`config.mk`:
```
export PLATFORM = sky130hd
export DESIGN_NAME = nb_lsu_scoreboard
export DESIGN_NICKNAME = d
export VERILOG_FILES = /design/src/rtl/sb_pkg.sv /design/src/rtl/sb_pair_pick.sv /design/src/rtl/sb_hazard.sv /design/src/rtl/sb_seq.sv /design/src/rtl/nb_lsu_scoreboard.sv
export SDC_FILE = /design/constraint.sdc
export NUM_CORES = 1
export LEC_CHECK = 0
export ABC_CLOCK_PERIOD_IN_PS = 7200
export BUFFER_PORTS_ARGS = -buffer_cell sky130_fd_sc_hd__clkbuf_2
export CAP_MARGIN = 10
export CORE_ASPECT_RATIO = 0.8
export CORE_UTILIZATION = 45
export CTS_CLUSTER_SIZE = 8
export DETAILED_ROUTE_END_ITERATION = 10
export PLACE_DENSITY_LB_ADDON = 0.08
export SYNTH_ARGS = -nofsm -noshare
export SYNTH_HDL_FRONTEND = slang
export SYNTH_HIERARCHICAL = 1
export SYNTH_SLANG_ARGS = --single-unit
```
`constraint.sdc`:
```
create_clock -name clk -period 7.2 [get_ports clk]
set_clock_uncertainty 0.2 [all_clocks]
set_input_delay 0.36 -clock clk [delete_from_list [all_inputs] [get_ports clk]]
set_output_delay 0.36 -clock clk [all_outputs]
set_load 0.005 [all_outputs]
```
`src/rtl/sb_pkg.sv`:
```
`timescale 1ns/1ps
package sb_pkg;

    typedef enum logic [1:0] {
        K_ALU   = 2'd0,
        K_LOAD  = 2'd1,
        K_STORE = 2'd2,
        K_ALT   = 2'd3
    } kind_e;

    typedef enum logic [1:0] {
        ST_IDLE  = 2'd0,
        ST_LOAD  = 2'd1,
        ST_STORE = 2'd2
    } seq_state_e;

endpackage

```
`src/rtl/sb_pair_pick.sv`:
```
`timescale 1ns/1ps
module sb_pair_pick #(
    parameter int NREG = 16,
    localparam int REG_AW = $clog2(NREG)
) (
    input  logic [NREG-1:0]   list,
    output logic              lo_ok,
    output logic [REG_AW-1:0] lo_idx,
    output logic              hi_ok,
    output logic [REG_AW-1:0] hi_idx,
    output logic [NREG-1:0]   beat_mask
);

    logic [NREG-1:0] rest;

    always_comb begin
        lo_ok  = 1'b0;
        lo_idx = '0;
        for (int i = NREG - 1; i >= 0; i--) begin
            if (list[i]) begin
                lo_ok  = 1'b1;
                lo_idx = REG_AW'(i);
            end
        end
        rest = list;
        if (lo_ok) rest[lo_idx] = 1'b0;
        hi_ok  = 1'b0;
        hi_idx = '0;
        for (int i = NREG - 1; i >= 0; i--) begin
            if (rest[i]) begin
                hi_ok  = 1'b1;
                hi_idx = REG_AW'(i);
            end
        end
        beat_mask = '0;
        if (lo_ok) beat_mask[lo_idx] = 1'b1;
        if (hi_ok) beat_mask[hi_idx] = 1'b1;
    end

endmodule

```
`src/rtl/sb_hazard.sv`:
```
`timescale 1ns/1ps
module sb_hazard
    import sb_pkg::*;
#(
    parameter int NREG = 16,
    localparam int REG_AW = $clog2(NREG)
) (
    input  logic              iss_valid,
    input  logic [1:0]        iss_kind,
    input  logic [REG_AW-1:0] iss_ra,
    input  logic              iss_ra_use,
    input  logic [REG_AW-1:0] iss_rb,
    input  logic              iss_rb_use,
    input  logic [REG_AW-1:0] iss_rd,
    input  logic              iss_rd_we,
    input  logic [NREG-1:0]   pend,
    input  logic [NREG-1:0]   smask,
    input  logic              pc_lock,
    input  logic              busy,
    output logic              stall
);

    kind_e kind;
    logic  is_mem;
    logic  raw_hit;
    logic  waw_hit;
    logic  war_hit;
    logic  hazard;

    always_comb begin
        kind    = kind_e'(iss_kind);
        is_mem  = (kind == K_LOAD) || (kind == K_STORE);
        raw_hit = (iss_ra_use && pend[iss_ra]) || (iss_rb_use && pend[iss_rb]);
        waw_hit = iss_rd_we && pend[iss_rd];
        war_hit = iss_rd_we && smask[iss_rd];
        if (is_mem) hazard = busy;
        else        hazard = raw_hit || waw_hit || war_hit;
        stall = iss_valid && (hazard || pc_lock);
    end

endmodule

```
`src/rtl/sb_seq.sv`:
```
`timescale 1ns/1ps
module sb_seq
    import sb_pkg::*;
#(
    parameter int NREG   = 16,
    parameter int ADDR_W = 32,
    parameter int DATA_W = 32,
    localparam int REG_AW     = $clog2(NREG),
    localparam int BUS_W      = 2 * DATA_W,
    localparam int BEAT_BYTES = BUS_W / 8
) (
    input  logic              clk,
    input  logic              rst_n,
    input  logic              accept,
    input  logic [1:0]        iss_kind,
    input  logic [NREG-1:0]   iss_list,
    input  logic [ADDR_W-1:0] iss_addr,
    input  logic [BUS_W-1:0]  mem_rdata,
    input  logic              mem_ready,
    output logic              busy,
    output logic [NREG-1:0]   pend,
    output logic [NREG-1:0]   smask,
    output logic              pc_lock,
    output logic              mem_req,
    output logic              mem_wr,
    output logic [ADDR_W-1:0] mem_addr,
    output logic              mem_two,
    output logic [REG_AW-1:0] mem_reg0,
    output logic [REG_AW-1:0] mem_reg1,
    output logic              wb0_en,
    output logic [REG_AW-1:0] wb0_reg,
    output logic [DATA_W-1:0] wb0_data,
    output logic              wb1_en,
    output logic [REG_AW-1:0] wb1_reg,
    output logic [DATA_W-1:0] wb1_data
);

    seq_state_e        state, nxt;
    logic [NREG-1:0]   rem;
    logic [ADDR_W-1:0] addr_q;
    logic              lo_ok, hi_ok;
    logic [REG_AW-1:0] lo_idx, hi_idx;
    logic [NREG-1:0]   beat_mask;
    logic [NREG-1:0]   left;
    logic              beat_done;
    logic              last_beat;
    logic              start_ld;
    logic              start_st;
    kind_e             kind;

    sb_pair_pick #(.NREG(NREG)) u_pick (
        .list      (rem),
        .lo_ok     (lo_ok),
        .lo_idx    (lo_idx),
        .hi_ok     (hi_ok),
        .hi_idx    (hi_idx),
        .beat_mask (beat_mask)
    );

    // next state and outputs
    always_comb begin
        kind      = kind_e'(iss_kind);
        left      = rem & ~beat_mask;
        beat_done = (state != ST_IDLE) && mem_ready;
        last_beat = beat_done && (left == '0);
        start_ld  = accept && (kind == K_LOAD)  && (|iss_list);
        start_st  = accept && (kind == K_STORE) && (|iss_list);
        nxt       = state;
        unique case (state)
            ST_IDLE: begin
                if (start_ld)      nxt = ST_LOAD;
                else if (start_st) nxt = ST_STORE;
            end
            ST_LOAD:  if (last_beat) nxt = ST_IDLE;
            ST_STORE: if (last_beat) nxt = ST_IDLE;
            default:  nxt = ST_IDLE;
        endcase

        busy     = (state != ST_IDLE);
        mem_req  = busy;
        mem_wr   = (state == ST_STORE);
        mem_addr = addr_q;
        mem_two  = busy && hi_ok;
        mem_reg0 = lo_idx;
        mem_reg1 = hi_idx;
        wb0_en   = (state == ST_LOAD) && mem_ready && lo_ok;
        wb0_reg  = lo_idx;
        wb0_data = mem_rdata[DATA_W-1:0];
        wb1_en   = (state == ST_LOAD) && mem_ready && hi_ok;
        wb1_reg  = hi_idx;
        wb1_data = mem_rdata[BUS_W-1:DATA_W];
    end

    // state register and tracking masks
    always_ff @(posedge clk) begin
        if (!rst_n) begin
            state   <= ST_IDLE;
            rem     <= '0;
            pend    <= '0;
            smask   <= '0;
            pc_lock <= 1'b0;
            addr_q  <= '0;
        end else begin
            state <= nxt;
            if (state == ST_IDLE) begin
                if (start_ld || start_st) begin
                    rem    <= iss_list;
                    addr_q <= iss_addr;
                end
                if (start_ld) begin
                    pend    <= iss_list;
                    pc_lock <= iss_list[NREG-1];
                end
                if (start_st) smask <= iss_list;
            end else if (beat_done) begin
                rem    <= left;
                pend   <= pend & ~beat_mask;
                smask  <= smask & ~beat_mask;
                addr_q <= addr_q + ADDR_W'(BEAT_BYTES);
                if (last_beat) pc_lock <= 1'b0;
            end
        end
    end

    p_hold_r6: assert property (@(posedge clk) disable iff (!rst_n)
        (mem_req && !mem_ready) |=> (mem_req && $stable(mem_addr) && $stable(mem_reg0)
                                     && $stable(mem_reg1) && $stable(mem_wr)))
        else $error("beat fields moved while waiting for ready");

    p_wb_pending_r11: assert property (@(posedge clk) disable iff (!rst_n)
        (wb0_en |-> pend[wb0_reg]) and (wb1_en |-> pend[wb1_reg]))
        else $error("write-back to a register that was not pending");

    p_pair_order_r5: assert property (@(posedge clk) disable iff (!rst_n)
        wb1_en |-> (wb0_en && (wb1_reg > wb0_reg)))
        else $error("pair not in ascending order on write ports");

    p_idle_clean_r7: assert property (@(posedge clk) disable iff (!rst_n)
        (state == ST_IDLE) |-> ((pend == '0) && (smask == '0) && !pc_lock))
        else $error("tracking state left over in IDLE");

    p_store_no_wb_r9: assert property (@(posedge clk) disable iff (!rst_n)
        mem_wr |-> (!wb0_en && !wb1_en))
        else $error("store drove a write-back port");

endmodule

```
`src/rtl/nb_lsu_scoreboard.sv`:
```
`timescale 1ns/1ps
module nb_lsu_scoreboard
    import sb_pkg::*;
#(
    parameter int NREG   = 16,
    parameter int ADDR_W = 32,
    parameter int DATA_W = 32,
    localparam int REG_AW = $clog2(NREG),
    localparam int BUS_W  = 2 * DATA_W
) (
    input  logic              clk,
    input  logic              rst_n,
    input  logic              iss_valid,
    input  logic [1:0]        iss_kind,
    input  logic [REG_AW-1:0] iss_ra,
    input  logic              iss_ra_use,
    input  logic [REG_AW-1:0] iss_rb,
    input  logic              iss_rb_use,
    input  logic [REG_AW-1:0] iss_rd,
    input  logic              iss_rd_we,
    input  logic [NREG-1:0]   iss_list,
    input  logic [ADDR_W-1:0] iss_addr,
    output logic              iss_stall,
    output logic              mem_req,
    output logic              mem_wr,
    output logic [ADDR_W-1:0] mem_addr,
    output logic              mem_two,
    output logic [REG_AW-1:0] mem_reg0,
    output logic [REG_AW-1:0] mem_reg1,
    input  logic [BUS_W-1:0]  mem_rdata,
    input  logic              mem_ready,
    output logic              wb0_en,
    output logic [REG_AW-1:0] wb0_reg,
    output logic [DATA_W-1:0] wb0_data,
    output logic              wb1_en,
    output logic [REG_AW-1:0] wb1_reg,
    output logic [DATA_W-1:0] wb1_data
);

    logic            busy;
    logic            pc_lock;
    logic [NREG-1:0] pend;
    logic [NREG-1:0] smask;
    logic            accept;

    assign accept = iss_valid && !iss_stall;

    sb_hazard #(.NREG(NREG)) u_haz (
        .iss_valid  (iss_valid),
        .iss_kind   (iss_kind),
        .iss_ra     (iss_ra),
        .iss_ra_use (iss_ra_use),
        .iss_rb     (iss_rb),
        .iss_rb_use (iss_rb_use),
        .iss_rd     (iss_rd),
        .iss_rd_we  (iss_rd_we),
        .pend       (pend),
        .smask      (smask),
        .pc_lock    (pc_lock),
        .busy       (busy),
        .stall      (iss_stall)
    );

    sb_seq #(.NREG(NREG), .ADDR_W(ADDR_W), .DATA_W(DATA_W)) u_seq (
        .clk       (clk),
        .rst_n     (rst_n),
        .accept    (accept),
        .iss_kind  (iss_kind),
        .iss_list  (iss_list),
        .iss_addr  (iss_addr),
        .mem_rdata (mem_rdata),
        .mem_ready (mem_ready),
        .busy      (busy),
        .pend      (pend),
        .smask     (smask),
        .pc_lock   (pc_lock),
        .mem_req   (mem_req),
        .mem_wr    (mem_wr),
        .mem_addr  (mem_addr),
        .mem_two   (mem_two),
        .mem_reg0  (mem_reg0),
        .mem_reg1  (mem_reg1),
        .wb0_en    (wb0_en),
        .wb0_reg   (wb0_reg),
        .wb0_data  (wb0_data),
        .wb1_en    (wb1_en),
        .wb1_reg   (wb1_reg),
        .wb1_data  (wb1_data)
    );

    p_mem_busy_r7: assert property (@(posedge clk) disable iff (!rst_n)
        (mem_req && iss_valid && ((iss_kind == 2'd1) || (iss_kind == 2'd2))) |-> iss_stall)
        else $error("second memory operation issued while one outstanding");

    p_raw_r3: assert property (@(posedge clk) disable iff (!rst_n)
        (iss_valid && (iss_kind == 2'd0) && iss_ra_use && pend[iss_ra]) |-> iss_stall)
        else $error("read of pending register issued");

    p_pc_hold_r8: assert property (@(posedge clk) disable iff (!rst_n)
        (wb0_en && (wb0_reg == REG_AW'(NREG-1)) || wb1_en && (wb1_reg == REG_AW'(NREG-1)))
            |-> (iss_valid -> iss_stall))
        else $error("issue allowed while program counter load in flight");

    p_idle_req_r10: assert property (@(posedge clk) disable iff (!rst_n)
        (!mem_req && !(iss_valid && !iss_stall && (iss_kind == 2'd1 || iss_kind == 2'd2)))
            |=> !mem_req)
        else $error("request started without an accepted memory operation");

endmodule

```
==> results.ini <==
[outcome]
run_status=completed

[finish]
drive_above_1_share_pct=24.8
postLayoutCellArea_mm2=0.00678
synthToLayoutAreaGrowth_pct=5.80
final_net_count=971
post_layout_nonfiller_instances=1019
antenna_cells=0

[grt]
global_route_congestion_overflow_total=0
gr-max-usage-layer=met2
grt_util_all_layers_pct=28.0
grt_pass1_wl_um=31600
groute.layer.met3.usage_pct=7.21
initial_antenna_violation_count=0
grtUsageMet2_pct=41.9
grt_pass1_vias=5690
grt_max_degree=83
use_met1_pct=39.3

[sta]
period_share_pct=67.6
max_slew_margin_pct=36.9
post-route-worst-setup-slack_ns=2.33
setup_tns_final_ns=0
setup_viol=0
final_max_slew_viol_count=0
worst-slew-pin-transition_ns=0.946
achievable_freq_ghz=0.205
rsz0062_at_grt=false
final.min_clock_period_ns=4.87
final_hold_violating_endpoints=0

[clocking]
post_cts_buffers=0
clk_latency_ns=0.35
max-clock-path-buffers=2
cts_made_buffers=9
post_cts.resized_instances=0
post_cts_hold_buffer_count=0
cts_root_buffer=sky130_fd_sc_hd__clkbuf_16
tritoncts_clock_tree=yes
cts.sinks=83
htreeDepth=3
cts.clk_slew.worst_paths_ns=0.07

[synth]
count_of_flip_flops_with_a_built_in_enable_after_synthesis=0
yosysSeqAreaShare_pct=25.9
library_cells_used_by_synthesis=91
ys_ff_latch=83
synth_nets=953
synthesis.instances=816
ys_async_sr_fraction_pct=0
synth.cell_area_mm2=0.00641
synth_top_flop_cell=sky130_fd_sc_hd__dfxtp_1
synthesis.area_per_instance_um2=7.85
yosys_warnings=6

[critical_path]
r2r_start=u_seq/rem[5]
timing.critical_path.buf_inv=1
rr_endpoint=u_seq/state[1]
critical_path.max_fanout=15
reg2regPathDepth=14
worst_setup_path_endpoint=u_seq/state[1]
cp_cell_sequence=or2_2, o211a_1, o22ai_2, or3_4, or3_1, a31oi_1, and3_1, inv_2, o32ai_1, o22ai_1, nor4_1, nand4_1, a41o_1, a31o_2
slowest_delay_ns=0.55
cpLargestDelayFamily=simple AND/OR/NAND/NOR gates
worst_ep_arrival_ns=4.92
nature_of_the_critical_path_startpoint=flip-flop
timing.critical_path.from=u_seq/rem[5]
crit_cells=14
worstPathRequired_ns=7.25
setup_slack_on_the_worst_flop_to_flop_path_ns=2.33
timing.setup.critical_path_class=flip-flop to flip-flop
end_kind=flip-flop
worst_path_max_delay_cell=sky130_fd_sc_hd__dfxtp_1

[drt]
drt_iter0_drc=543
wl_per_cell_um=20.1
firstDrtPassIters=7
detail_route.drc_violations=0
routed_via_density=6.10
dr_total_vias=6217
routed_wl_um=20500
antenna_violation_net_count_after_detailed_routing=0

[power_and_ir_drop]
worst_ir_drop_vdd_uv=140
internal_power_mw=0.952
net_sw_share_pct=36.2
power_frac_comb_pct=31.6
p_leak_nw=2.64
switchingPower_mw=0.541
power-per-cell-area_mw_per_mm2=220
power.clock.fraction_pct=32.3
sequentialPowerShare_pct=36.1
post-layout-total-power_mw=1.49

[floorplan]
die-height_um=109
core-area_mm2=0.0137
fp.dieW_um=135
floorplan.rows=38
initial_core_util_pct=46.6
fp.dieArea_mm2=0.0147
num_io_pins=251

[placed_design]
globalplace.congestion=0.960
post_dp_cell_area_mm2=0.00647
dpl.hpwl_um=15200
placed_cells_incl_taps=1003
portBuffers=122
post-place-ws_ns=2.36

[min_path]
hold_path.class=input port to flip-flop

[flow_run]
cap_viol_max_count=0

power by group through the flow:
stage / Sequential [mW] / Clock (mW) / Combinational, mW
final: 0.539 / 0.482 / 0.471
after detailed placement: 0.547 / 0 / 0.463
after global placement: 0.547 / 0 / 0.464
after floorplan: 0.530 / 0 / 0.371
after CTS: 0.537 / 0.494 / 0.465
after global routing: 0.543 / 0.512 / 0.514
cell families (layout without fill, tap and decap cells):
group | Yosys count | after routing | synth area share (%)
AO/OA/AOI/OAI | 244 | 244 | 27.6
XOR/XNOR | 9 | 9 | 1.52
adder cells (fa/ha/maj) | 7 | 7 | 1.25
buffers and inverters | 149 | 172 | 14.3
flip-flops | 83 | 83 | 25.9
multiplexers | 13 | 13 | 3.91
AND/OR/NAND/NOR | 311 | 311 | 25.4
Yosys cell counts, types with 5 or more instances:
master	instances	share of area, %
sky130_fd_sc_hd__a21boi_0	31	3.6
sky130_fd_sc_hd__a21boi_2	20	3.5
sky130_fd_sc_hd__a21oi_1	27	2.1
sky130_fd_sc_hd__a31oi_1	5	0.49
sky130_fd_sc_hd__and2_1	12	1.2
sky130_fd_sc_hd__buf_2	14	1.1
sky130_fd_sc_hd__buf_4	74	8.7
sky130_fd_sc_hd__buf_6	7	1.2
sky130_fd_sc_hd__clkbuf_1	20	1.2
sky130_fd_sc_hd__dfxtp_1	83	26
sky130_fd_sc_hd__inv_1	27	1.6
sky130_fd_sc_hd__nand2_1	111	6.5
sky130_fd_sc_hd__nand3_1	29	2.3
sky130_fd_sc_hd__nand4_1	13	1.3
sky130_fd_sc_hd__nor2_1	53	3.1
sky130_fd_sc_hd__nor2b_1	8	0.78
sky130_fd_sc_hd__nor3_1	17	1.3
sky130_fd_sc_hd__nor3b_1	5	0.59
sky130_fd_sc_hd__nor4_1	13	1.3
sky130_fd_sc_hd__o211a_1	7	1.1
sky130_fd_sc_hd__o211ai_1	14	1.6
sky130_fd_sc_hd__o21ai_0	46	3.6
sky130_fd_sc_hd__o21ai_1	25	2.0
sky130_fd_sc_hd__o22ai_1	10	0.98
sky130_fd_sc_hd__or3_1	5	0.49
sky130_fd_sc_hd__xor2_1	6	0.82
final cells by class:
class / count / area (µm²)
fill: 1382 / 6960
clock inverter: 5 / 60.1
timing repair buffer: 127 / 648
inverter: 29 / 109
clock buffer: 11 / 243
multi-input combinational: 584 / 3830
tap: 180 / 225
sequential: 83 / 1660
cell usage in the layout (no fill, tap or decap), types with 4 or more instances in the layout:
cell,n
sky130_fd_sc_hd__clkbuf_2,122
sky130_fd_sc_hd__nand2_1,111
sky130_fd_sc_hd__dfxtp_1,83
sky130_fd_sc_hd__nor2_1,53
sky130_fd_sc_hd__o21ai_0,46
sky130_fd_sc_hd__a21boi_0,31
sky130_fd_sc_hd__nand3_1,29
sky130_fd_sc_hd__a21oi_1,27
sky130_fd_sc_hd__inv_1,27
sky130_fd_sc_hd__o21ai_1,25
sky130_fd_sc_hd__a21boi_2,20
sky130_fd_sc_hd__nor3_1,17
sky130_fd_sc_hd__o211ai_1,14
sky130_fd_sc_hd__nor4_1,13
sky130_fd_sc_hd__nand4_1,13
sky130_fd_sc_hd__and2_1,12
sky130_fd_sc_hd__o22ai_1,10
sky130_fd_sc_hd__clkbuf_16,9
sky130_fd_sc_hd__nor2b_1,7
sky130_fd_sc_hd__o211a_1,7
sky130_fd_sc_hd__xor2_1,6
sky130_fd_sc_hd__nor3b_1,5
sky130_fd_sc_hd__a31oi_1,5
sky130_fd_sc_hd__or3_1,5
sky130_fd_sc_hd__buf_4,5
sky130_fd_sc_hd__nor4b_1,4
sky130_fd_sc_hd__nand2b_1,4
sky130_fd_sc_hd__mux4_1,4
sky130_fd_sc_hd__nor4_2,4
sky130_fd_sc_hd__or2_2,4
worst min path at each step:
stage / from / to / slack, ns / cells after the start
finish: iss_addr[3] / u_seq/mem_addr[3] / 0.03 / 3
global route: iss_addr[3] / u_seq/mem_addr[3] / 0.05 / 3
CTS: iss_addr[3] / u_seq/mem_addr[3] / 0.02 / 3
detailed placement: u_seq/mem_addr[0] / u_seq/mem_addr[0] / 0.27 / 2
global placement: u_seq/smask[1] / u_seq/smask[1] / 0.26 / 2
floorplan: u_seq/smask[1] / u_seq/smask[1] / 0.25 / 2
metrics by stage:
| stage | utilization, % | hold WS (ns) |
|---|---|---|
| after floorplan | - | 0.246 |
| after global placement | 47.1 | 0.257 |
| after detailed placement | 47.1 | 0.271 |
| after CTS | 49.3 | 0.0199 |
| after global routing | 49.3 | 0.0488 |
| final | 49.3 | 0.0345 |
metal layers:
layer,share of wire [%],vias up
li1,-,2923
met1,46,2934
met2,44,328
met3,8.5,32
met4,1.3,0
met5,0,-
flip-flops by register name, summed over array words and instances, names as in the netlist:
name / flops
u_seq/mem_addr: 32
u_seq/pc_lock: 1
u_seq/pend: 16
u_seq/rem: 16
u_seq/smask: 16
u_seq/state: 2
worst register-to-register path: cells and delay by family (launching register included):
family | cells | cell delay (ns)
buffers and inverters | 1 | 0.14
AOI/OAI and AO/OA | 7 | 1.69
DFF | 1 | 0.55
and+or+nand+nor | 6 | 2.19
Power figures use the tool's default switching activity.
